**src/rtl/wp_pkg.sv**
```systemverilog
// Package: shared command kinds and control-byte codes for the guard controller.
// Assumes the front end splits a control byte into nibble, select field and R/W.
package wp_pkg;

    typedef enum logic [2:0] {
        CMD_NONE     = 3'd0,
        CMD_ARR_RD   = 3'd1,
        CMD_ARR_WR   = 3'd2,
        CMD_SET_PERM = 3'd3,
        CMD_RD_PERM  = 3'd4,
        CMD_SET_REV  = 3'd5,
        CMD_RD_REV   = 3'd6,
        CMD_CLR_REV  = 3'd7
    } cmd_e;

    localparam logic [3:0] CLASS_ARRAY = 4'b1010;
    localparam logic [3:0] CLASS_GUARD = 4'b0110;
    localparam logic [2:0] SEL_REV_SET = 3'b001;
    localparam logic [2:0] SEL_REV_CLR = 3'b011;
    localparam logic [1:0] PINS_REV_SET = 2'b00;
    localparam logic [1:0] PINS_REV_CLR = 2'b01;

    // True for the commands that change a flag when they complete.
    function automatic logic is_flag_write(input cmd_e c);
        return (c == CMD_SET_PERM) || (c == CMD_SET_REV) || (c == CMD_CLR_REV);
    endfunction

endpackage

```
**src/rtl/wp_hdr_decode.sv**
```systemverilog
// Module: wp_hdr_decode
// Classifies a control byte into a command kind and decides whether it is
// acknowledged, given the current guard flags and the address pin states.
// Purely combinational; assumes inputs are stable while hdr_valid is high.
module wp_hdr_decode
    import wp_pkg::*;
#(
    parameter int SEL_W = 3
) (
    input  logic [3:0]       hdr_class,
    input  logic [SEL_W-1:0] hdr_sel,
    input  logic             hdr_rd,
    input  logic [SEL_W-1:0] pin_addr,
    input  logic             hv_a0,
    input  logic             perm_q,
    input  logic             rev_q,
    output cmd_e             cmd,
    output logic             ack_ok
);

    logic sel_match;
    logic rev_set_pins;
    logic rev_clr_pins;

    assign sel_match    = (hdr_sel == pin_addr);
    assign rev_set_pins = (pin_addr[SEL_W-1:SEL_W-2] == PINS_REV_SET);
    assign rev_clr_pins = (pin_addr[SEL_W-1:SEL_W-2] == PINS_REV_CLR);

    // Decode the command kind and its acknowledge decision.
    always_comb begin
        cmd    = CMD_NONE;
        ack_ok = 1'b0;
        unique case (hdr_class)
            CLASS_ARRAY: begin
                if (sel_match) begin
                    cmd    = hdr_rd ? CMD_ARR_RD : CMD_ARR_WR;
                    ack_ok = 1'b1;
                end
            end
            CLASS_GUARD: begin
                if (!perm_q) begin
                    if (hv_a0) begin
                        if (hdr_sel == SEL_REV_SET && rev_set_pins) begin
                            cmd    = hdr_rd ? CMD_RD_REV : CMD_SET_REV;
                            ack_ok = !rev_q;
                        end else if (hdr_sel == SEL_REV_CLR && !hdr_rd && rev_clr_pins) begin
                            cmd    = CMD_CLR_REV;
                            ack_ok = 1'b1;
                        end
                    end else if (sel_match) begin
                        cmd    = hdr_rd ? CMD_RD_PERM : CMD_SET_PERM;
                        ack_ok = 1'b1;
                    end
                end
            end
            default: begin
                cmd    = CMD_NONE;
                ack_ok = 1'b0;
            end
        endcase
    end

endmodule

```
**src/rtl/wp_flag_bank.sv**
```systemverilog
// Module: wp_flag_bank
// Holds the permanent and reversible guard flags. Tracks an acknowledged
// guard write, counts the bytes that follow it, and applies the command only
// at a stop that ends a complete command while hardware protect is low.
// Assumes nv_load is pulsed after reset to restore the retained flag.
module wp_flag_bank
    import wp_pkg::*;
#(
    parameter int CMD_BYTES = 2
) (
    input  logic clk,
    input  logic rst_n,
    input  logic hdr_valid,
    input  cmd_e hdr_cmd,
    input  logic hdr_ack,
    input  logic byte_rx,
    input  logic stop_det,
    input  logic hw_wp,
    input  logic nv_load,
    input  logic nv_perm,
    output logic perm_q,
    output logic rev_q
);

    localparam int CNT_W = $clog2(CMD_BYTES + 1);
    localparam logic [CNT_W-1:0] CNT_FULL = CNT_W'(CMD_BYTES);

    cmd_e             pend_q;
    logic [CNT_W-1:0] cnt_q;
    logic             commit;

    assign commit = stop_det && is_flag_write(pend_q) && (cnt_q == CNT_FULL) && !hw_wp;

    // Track the pending guard command and the bytes received after it.
    always_ff @(posedge clk) begin
        if (!rst_n) begin
            pend_q <= CMD_NONE;
            cnt_q  <= '0;
        end else if (hdr_valid) begin
            pend_q <= (hdr_ack && is_flag_write(hdr_cmd)) ? hdr_cmd : CMD_NONE;
            cnt_q  <= '0;
        end else if (stop_det) begin
            pend_q <= CMD_NONE;
            cnt_q  <= '0;
        end else if (byte_rx && cnt_q != CNT_FULL) begin
            cnt_q <= cnt_q + 1'b1;
        end
    end

    // Permanent flag: loaded at power-up, otherwise only ever set.
    always_ff @(posedge clk) begin
        if (!rst_n) begin
            perm_q <= 1'b0;
        end else if (nv_load) begin
            perm_q <= nv_perm;
        end else if (commit && pend_q == CMD_SET_PERM) begin
            perm_q <= 1'b1;
        end
    end

    // Reversible flag: set or cleared by its completed commands.
    always_ff @(posedge clk) begin
        if (!rst_n) begin
            rev_q <= 1'b0;
        end else if (commit && pend_q == CMD_SET_REV) begin
            rev_q <= 1'b1;
        end else if (commit && pend_q == CMD_CLR_REV) begin
            rev_q <= 1'b0;
        end
    end

endmodule

```
**src/rtl/wp_write_gate.sv**
```systemverilog
// Module: wp_write_gate
// Decides per committing byte whether it is written or discarded. The hardware
// input guards every address; either software flag guards the lower half.
// Assumes wr_addr is valid whenever wr_req is high.
module wp_write_gate #(
    parameter int ADDR_W     = 8,
    parameter bit GUARD_HALF = 1'b1
) (
    input  logic              clk,
    input  logic              rst_n,
    input  logic              wr_req,
    input  logic [ADDR_W-1:0] wr_addr,
    input  logic              hw_wp,
    input  logic              perm_q,
    input  logic              rev_q,
    output logic              byte_we,
    output logic              byte_drop
);

    logic in_guarded;
    logic blocked;

    // The guarded region is the lower half, or the whole array if so built.
    generate
        if (GUARD_HALF) begin : g_half
            assign in_guarded = !wr_addr[ADDR_W-1];
        end else begin : g_full
            assign in_guarded = 1'b1;
        end
    endgenerate

    assign blocked = hw_wp || ((perm_q || rev_q) && in_guarded);

    // Register the write or drop decision for the front end.
    always_ff @(posedge clk) begin
        if (!rst_n) begin
            byte_we   <= 1'b0;
            byte_drop <= 1'b0;
        end else begin
            byte_we   <= wr_req && !blocked;
            byte_drop <= wr_req && blocked;
        end
    end

endmodule

```
**src/rtl/wp_guard_ctrl.sv**
```systemverilog
// Module: wp_guard_ctrl (top)
// Combines header decoding, guard flag storage and the array write gate.
// The acknowledge decision is registered and valid one cycle after hdr_valid.
// Assumes the front end pulses each event input for a single cycle.
module wp_guard_ctrl
    import wp_pkg::*;
#(
    parameter int ADDR_W    = 8,
    parameter int SEL_W     = 3,
    parameter int CMD_BYTES = 2
) (
    input  logic              clk,
    input  logic              rst_n,
    input  logic              hw_wp,
    input  logic [SEL_W-1:0]  pin_addr,
    input  logic              hv_a0,
    input  logic              nv_load,
    input  logic              nv_perm,
    input  logic              hdr_valid,
    input  logic [3:0]        hdr_class,
    input  logic [SEL_W-1:0]  hdr_sel,
    input  logic              hdr_rd,
    input  logic              byte_rx,
    input  logic              stop_det,
    input  logic              wr_req,
    input  logic [ADDR_W-1:0] wr_addr,
    output logic              ack_vld,
    output logic              ack,
    output logic              byte_we,
    output logic              byte_drop
);

    cmd_e dec_cmd;
    logic dec_ack;
    logic perm_q;
    logic rev_q;

    wp_hdr_decode #(.SEL_W(SEL_W)) u_decode (
        .hdr_class (hdr_class),
        .hdr_sel   (hdr_sel),
        .hdr_rd    (hdr_rd),
        .pin_addr  (pin_addr),
        .hv_a0     (hv_a0),
        .perm_q    (perm_q),
        .rev_q     (rev_q),
        .cmd       (dec_cmd),
        .ack_ok    (dec_ack)
    );

    wp_flag_bank #(.CMD_BYTES(CMD_BYTES)) u_flags (
        .clk       (clk),
        .rst_n     (rst_n),
        .hdr_valid (hdr_valid),
        .hdr_cmd   (dec_cmd),
        .hdr_ack   (dec_ack),
        .byte_rx   (byte_rx),
        .stop_det  (stop_det),
        .hw_wp     (hw_wp),
        .nv_load   (nv_load),
        .nv_perm   (nv_perm),
        .perm_q    (perm_q),
        .rev_q     (rev_q)
    );

    wp_write_gate #(.ADDR_W(ADDR_W), .GUARD_HALF(1'b1)) u_gate (
        .clk       (clk),
        .rst_n     (rst_n),
        .wr_req    (wr_req),
        .wr_addr   (wr_addr),
        .hw_wp     (hw_wp),
        .perm_q    (perm_q),
        .rev_q     (rev_q),
        .byte_we   (byte_we),
        .byte_drop (byte_drop)
    );

    // Register the acknowledge decision for the serial front end.
    always_ff @(posedge clk) begin
        if (!rst_n) begin
            ack_vld <= 1'b0;
            ack     <= 1'b0;
        end else begin
            ack_vld <= hdr_valid;
            ack     <= hdr_valid && dec_ack;
        end
    end

endmodule

```
**config.mk**
```make
export PLATFORM = sky130hd
export DESIGN_NAME = wp_guard_ctrl
export DESIGN_NICKNAME = d
export VERILOG_FILES = /design/src/rtl/wp_pkg.sv /design/src/rtl/wp_hdr_decode.sv /design/src/rtl/wp_flag_bank.sv /design/src/rtl/wp_write_gate.sv /design/src/rtl/wp_guard_ctrl.sv
export SDC_FILE = /design/constraint.sdc
export NUM_CORES = 1
export LEC_CHECK = 0
export ABC_AREA = 1
export BUFFER_PORTS_ARGS = -buffer_cell sky130_fd_sc_hd__buf_2
export CAP_MARGIN = 10
export CELL_PAD_IN_SITES_DETAIL_PLACEMENT = 1
export CELL_PAD_IN_SITES_GLOBAL_PLACEMENT = 2
export CORE_ASPECT_RATIO = 0.75
export CORE_MARGIN = 4
export CORE_UTILIZATION = 21
export CTS_CLUSTER_SIZE = 25
export DETAILED_ROUTE_END_ITERATION = 10
export GPL_ROUTABILITY_DRIVEN = 0
export PLACE_DENSITY_LB_ADDON = 0.05
export SLEW_MARGIN = 20
export SYNTH_ARGS = -nofsm -noshare
export SYNTH_HDL_FRONTEND = slang
export SYNTH_HIERARCHICAL = 1
export SYNTH_SLANG_ARGS = --single-unit
```
**constraint.sdc**
```tcl
create_clock -name clk -period 1.5 [get_ports clk]
set_input_delay 0.15 -clock clk [delete_from_list [all_inputs] [get_ports clk]]
set_output_delay 0.15 -clock clk [all_outputs]
set_load 0.1 [all_outputs]
```
==> out/summary.txt <==
Final Hold Vio Count: 0
Routed WL: 1934 um
crit end category: flop
Initial Util: 23.04%
Rows: 17
critical path's slowest cell: dfxtp_1
Hold/Removal Path Class: primary input to flop
Max Used Layer: met4
number of diodes: 0
crit path launch type: flop
global-route wire length before repair: 3160 um
root buffer cell: clkbuf_8
Final TNS setup: 0 ns
number of global-route vias before repair: 694
Critical Path RT: 1.67 ns
average vias per placed instance: 4.038
Clock Pin Slew Worst Setup and Hold Paths: 0.05 ns
CP Class: flop to flop
R2R Setup Slk: 0.24 ns
total number of vias: 751
Synth top cells by count: nand2_1, inv_1, nor2_1, nand3_1, dfxtp_1
Slew Limit Fails: 0
Num CTS Buffers: 3
Avg Inst Size Synth: 6.127 um^2
GR Overflow Total: 0
share of cells above drive strength 1: 27.03%
R2R cell count: 9
antenna viol nets, final: 0
Die Wd: 75.18 um
cell family with most CP delay: simple AND/OR/NAND/NOR gates
Layout Skew: 0.002091 ns
GR Util All Layers: 9.604%
number of synthesized register bits: 11
Levels on crit path: 9
Worst-Skew Late Latency: 0.23 ns
LEAKAGE: 0.5208 nW
clk buf depth: 2
final core utilization: 30.83%
Critical Path AT: 1.43 ns
top-count cell post-synth: nand2_1
leading post-synthesis cells by cell area: dfxtp_1, nand2_1, inv_1
Max Cap Violations: 0
post-synth cell types: 15
met1 wire length: 1117 um
drt pass-1 iters: 4
most used flip-flop cell after synthesis: dfxtp_1
Worst Setup EP: u_flags/pend_q[1]$_SDFFE_PN0P_
endpoints failing setup: 0
Post-DP HPWL: 1696 um
Pwr per Cell Area: 772.1 nW/um^2
crit path buf inv count: 1
routed len/inst: 10.40 um
Post-CTS Setup Bufs: 0
RSZ-0062 raised after global routing: no
area leader, netlist: dfxtp_1
hold path cells: 3
Final min period: 1.262 ns
Critical Path Max Stage Delay: 0.33 ns
clock tree sinks: 11
core region area: 3084 um^2
met2 WL post-DR: 650 um
CTS H-tree lvls: 1
Die ar.: 4389 um^2
antenna violations before repair: 0
CTS tree: yes
worst r2r dst: u_flags/pend_q[1]$_SDFFE_PN0P_
PortBufs: 25
CP max FO: 3
CP dominant cell by count: nand2_1
Cells after Synth: 116
growth of design area from synthesis to finish: 33.80%
r2r startpoint: u_flags/perm_q$_SDFFE_PN0P_
worst IR drop on VDD: 0.3817 mV
pin count of the biggest net entering global routing: 10
Die Y: 58.38 um
DRC violations left: 0
top-area cell type share of the netlist area: 30.99%
Initial DRC Count: 25
Worst Setup SP: u_flags/perm_q$_SDFFE_PN0P_
nets: 179
number of synthesized flops with an enable pin: 0
outcome: finished clean
WL met3: 153 um
Netlist Area Pre-Place: 710.7 um^2
cell chain of the critical path: nor4_4 > nand2_1 > inv_1 > nand2_1 > nand2_1 > nand2_1 > nor2_2 > nand2_2 > o21ai_2
Tcrit/Tclk final: 84.11%
Slew @ Worst Pin: 0.4862 ns
Max Freq: 792.6 MHz
Hold Buf Count CTS: 0
Slew headroom: 67.81%
post-synth net total: 146
register area share after synthesis: 30.99%
# IOs: 33
Fillers: 423
Warnings, synthesis: 6
Post-CTS Resized: 0
Async SR Flop Fraction: 0%
-- cell type report --
| class | instances | area (um^2) | area share, % |
|---|---|---|---|
| clock buffer | 4 | 45.04 | 4.737 |
| inverter | 23 | 86.33 | 9.079 |
| multi-input combinational | 82 | 404.1 | 42.50 |
| sequential | 11 | 220.2 | 23.16 |
| tap | 38 | 47.55 | 5.000 |
| timing repair buffer | 28 | 147.6 | 15.53 |
-- how the worst min path moves through the flow --
| stage | endpoint | slack (ns) | from |
|---|---|---|---|
| after floorplan | u_flags/rev_q$_SDFFE_PN0P_ | 0.27 | rst_n |
| after global placement | u_gate/byte_we$_SDFF_PN0_ | 0.40 | wr_req |
| after detailed placement | u_gate/byte_drop$_SDFF_PN0_ | 0.41 | wr_req |
| after CTS | u_gate/byte_drop$_SDFF_PN0_ | 0.16 | wr_req |
| after global routing | u_gate/byte_we$_SDFF_PN0_ | 0.17 | wr_req |
| final | u_gate/byte_drop$_SDFF_PN0_ | 0.17 | wr_req |
-- cells by family after synthesis --
| group | after synthesis | synth area share, % |
|---|---|---|
| buf+inv | 23 | 12.15 |
| flops | 11 | 30.99 |
| xor+xnor | 1 | 1.233 |
| compound gates | 12 | 10.04 |
| simple gates | 68 | 43.84 |
| fa+ha+maj | 1 | 1.760 |
-- where the power goes --
group | total [mW] | switching, mW | internal (mW)
combinational | 0.145 | 0.0958 | 0.0497
clock | 0.285 | 0.0995 | 0.186
sequential | 0.304 | 0.00333 | 0.300
-- placed cells by master, fill, tap and decap left out, types with 4 or more instances in the layout --
master / count
a21oi_1: 4
buf_2: 25
dfxtp_1: 11
inv_1: 23
nand2_1: 34
nand3_1: 12
nor2_1: 14
o21ai_0: 5
-- state kept, by name (all words and copies together) (netlist names) --
register          flops
ack                   1
u_flags/cnt_q         2
u_gate/byte_drop      1
u_flags/perm_q        1
ack_vld               1
u_flags/pend_q        3
u_gate/byte_we        1
u_flags/rev_q         1
-- tightest hold or removal path, stage by stage --
cell	delay (ns)
buf_2	0.09
nand2_1	0.06
a21oi_1	0.04
-- layer usage --
metal	vias to the layer above	track usage (%)
li1	424	-
met1	310	15.32
met2	15	11.17
met3	2	4.266
met4	0	2.244
met5	-	0
-- metrics by stage --
step / setup slack, ns / cell area (um^2) / instances / hold slack [ns] / total power, mW
2_1_floorplan: 0.2240 / 710.7 / 116 / 0.2707 / 0.3935
3_3_place_gp: 0.07255 / 905.9 / 182 / 0.4020 / 0.4527
3_5_place_dp: 0.06435 / 905.9 / 182 / 0.4054 / 0.4561
4_1_cts: 0.06564 / 950.9 / 186 / 0.1585 / 0.7478
5_1_grt: 0.02782 / 950.9 / 186 / 0.1704 / 0.7905
6_report: 0.2384 / 950.9 / 186 / 0.1660 / 0.7342
Power figures use the tool's default switching activity.
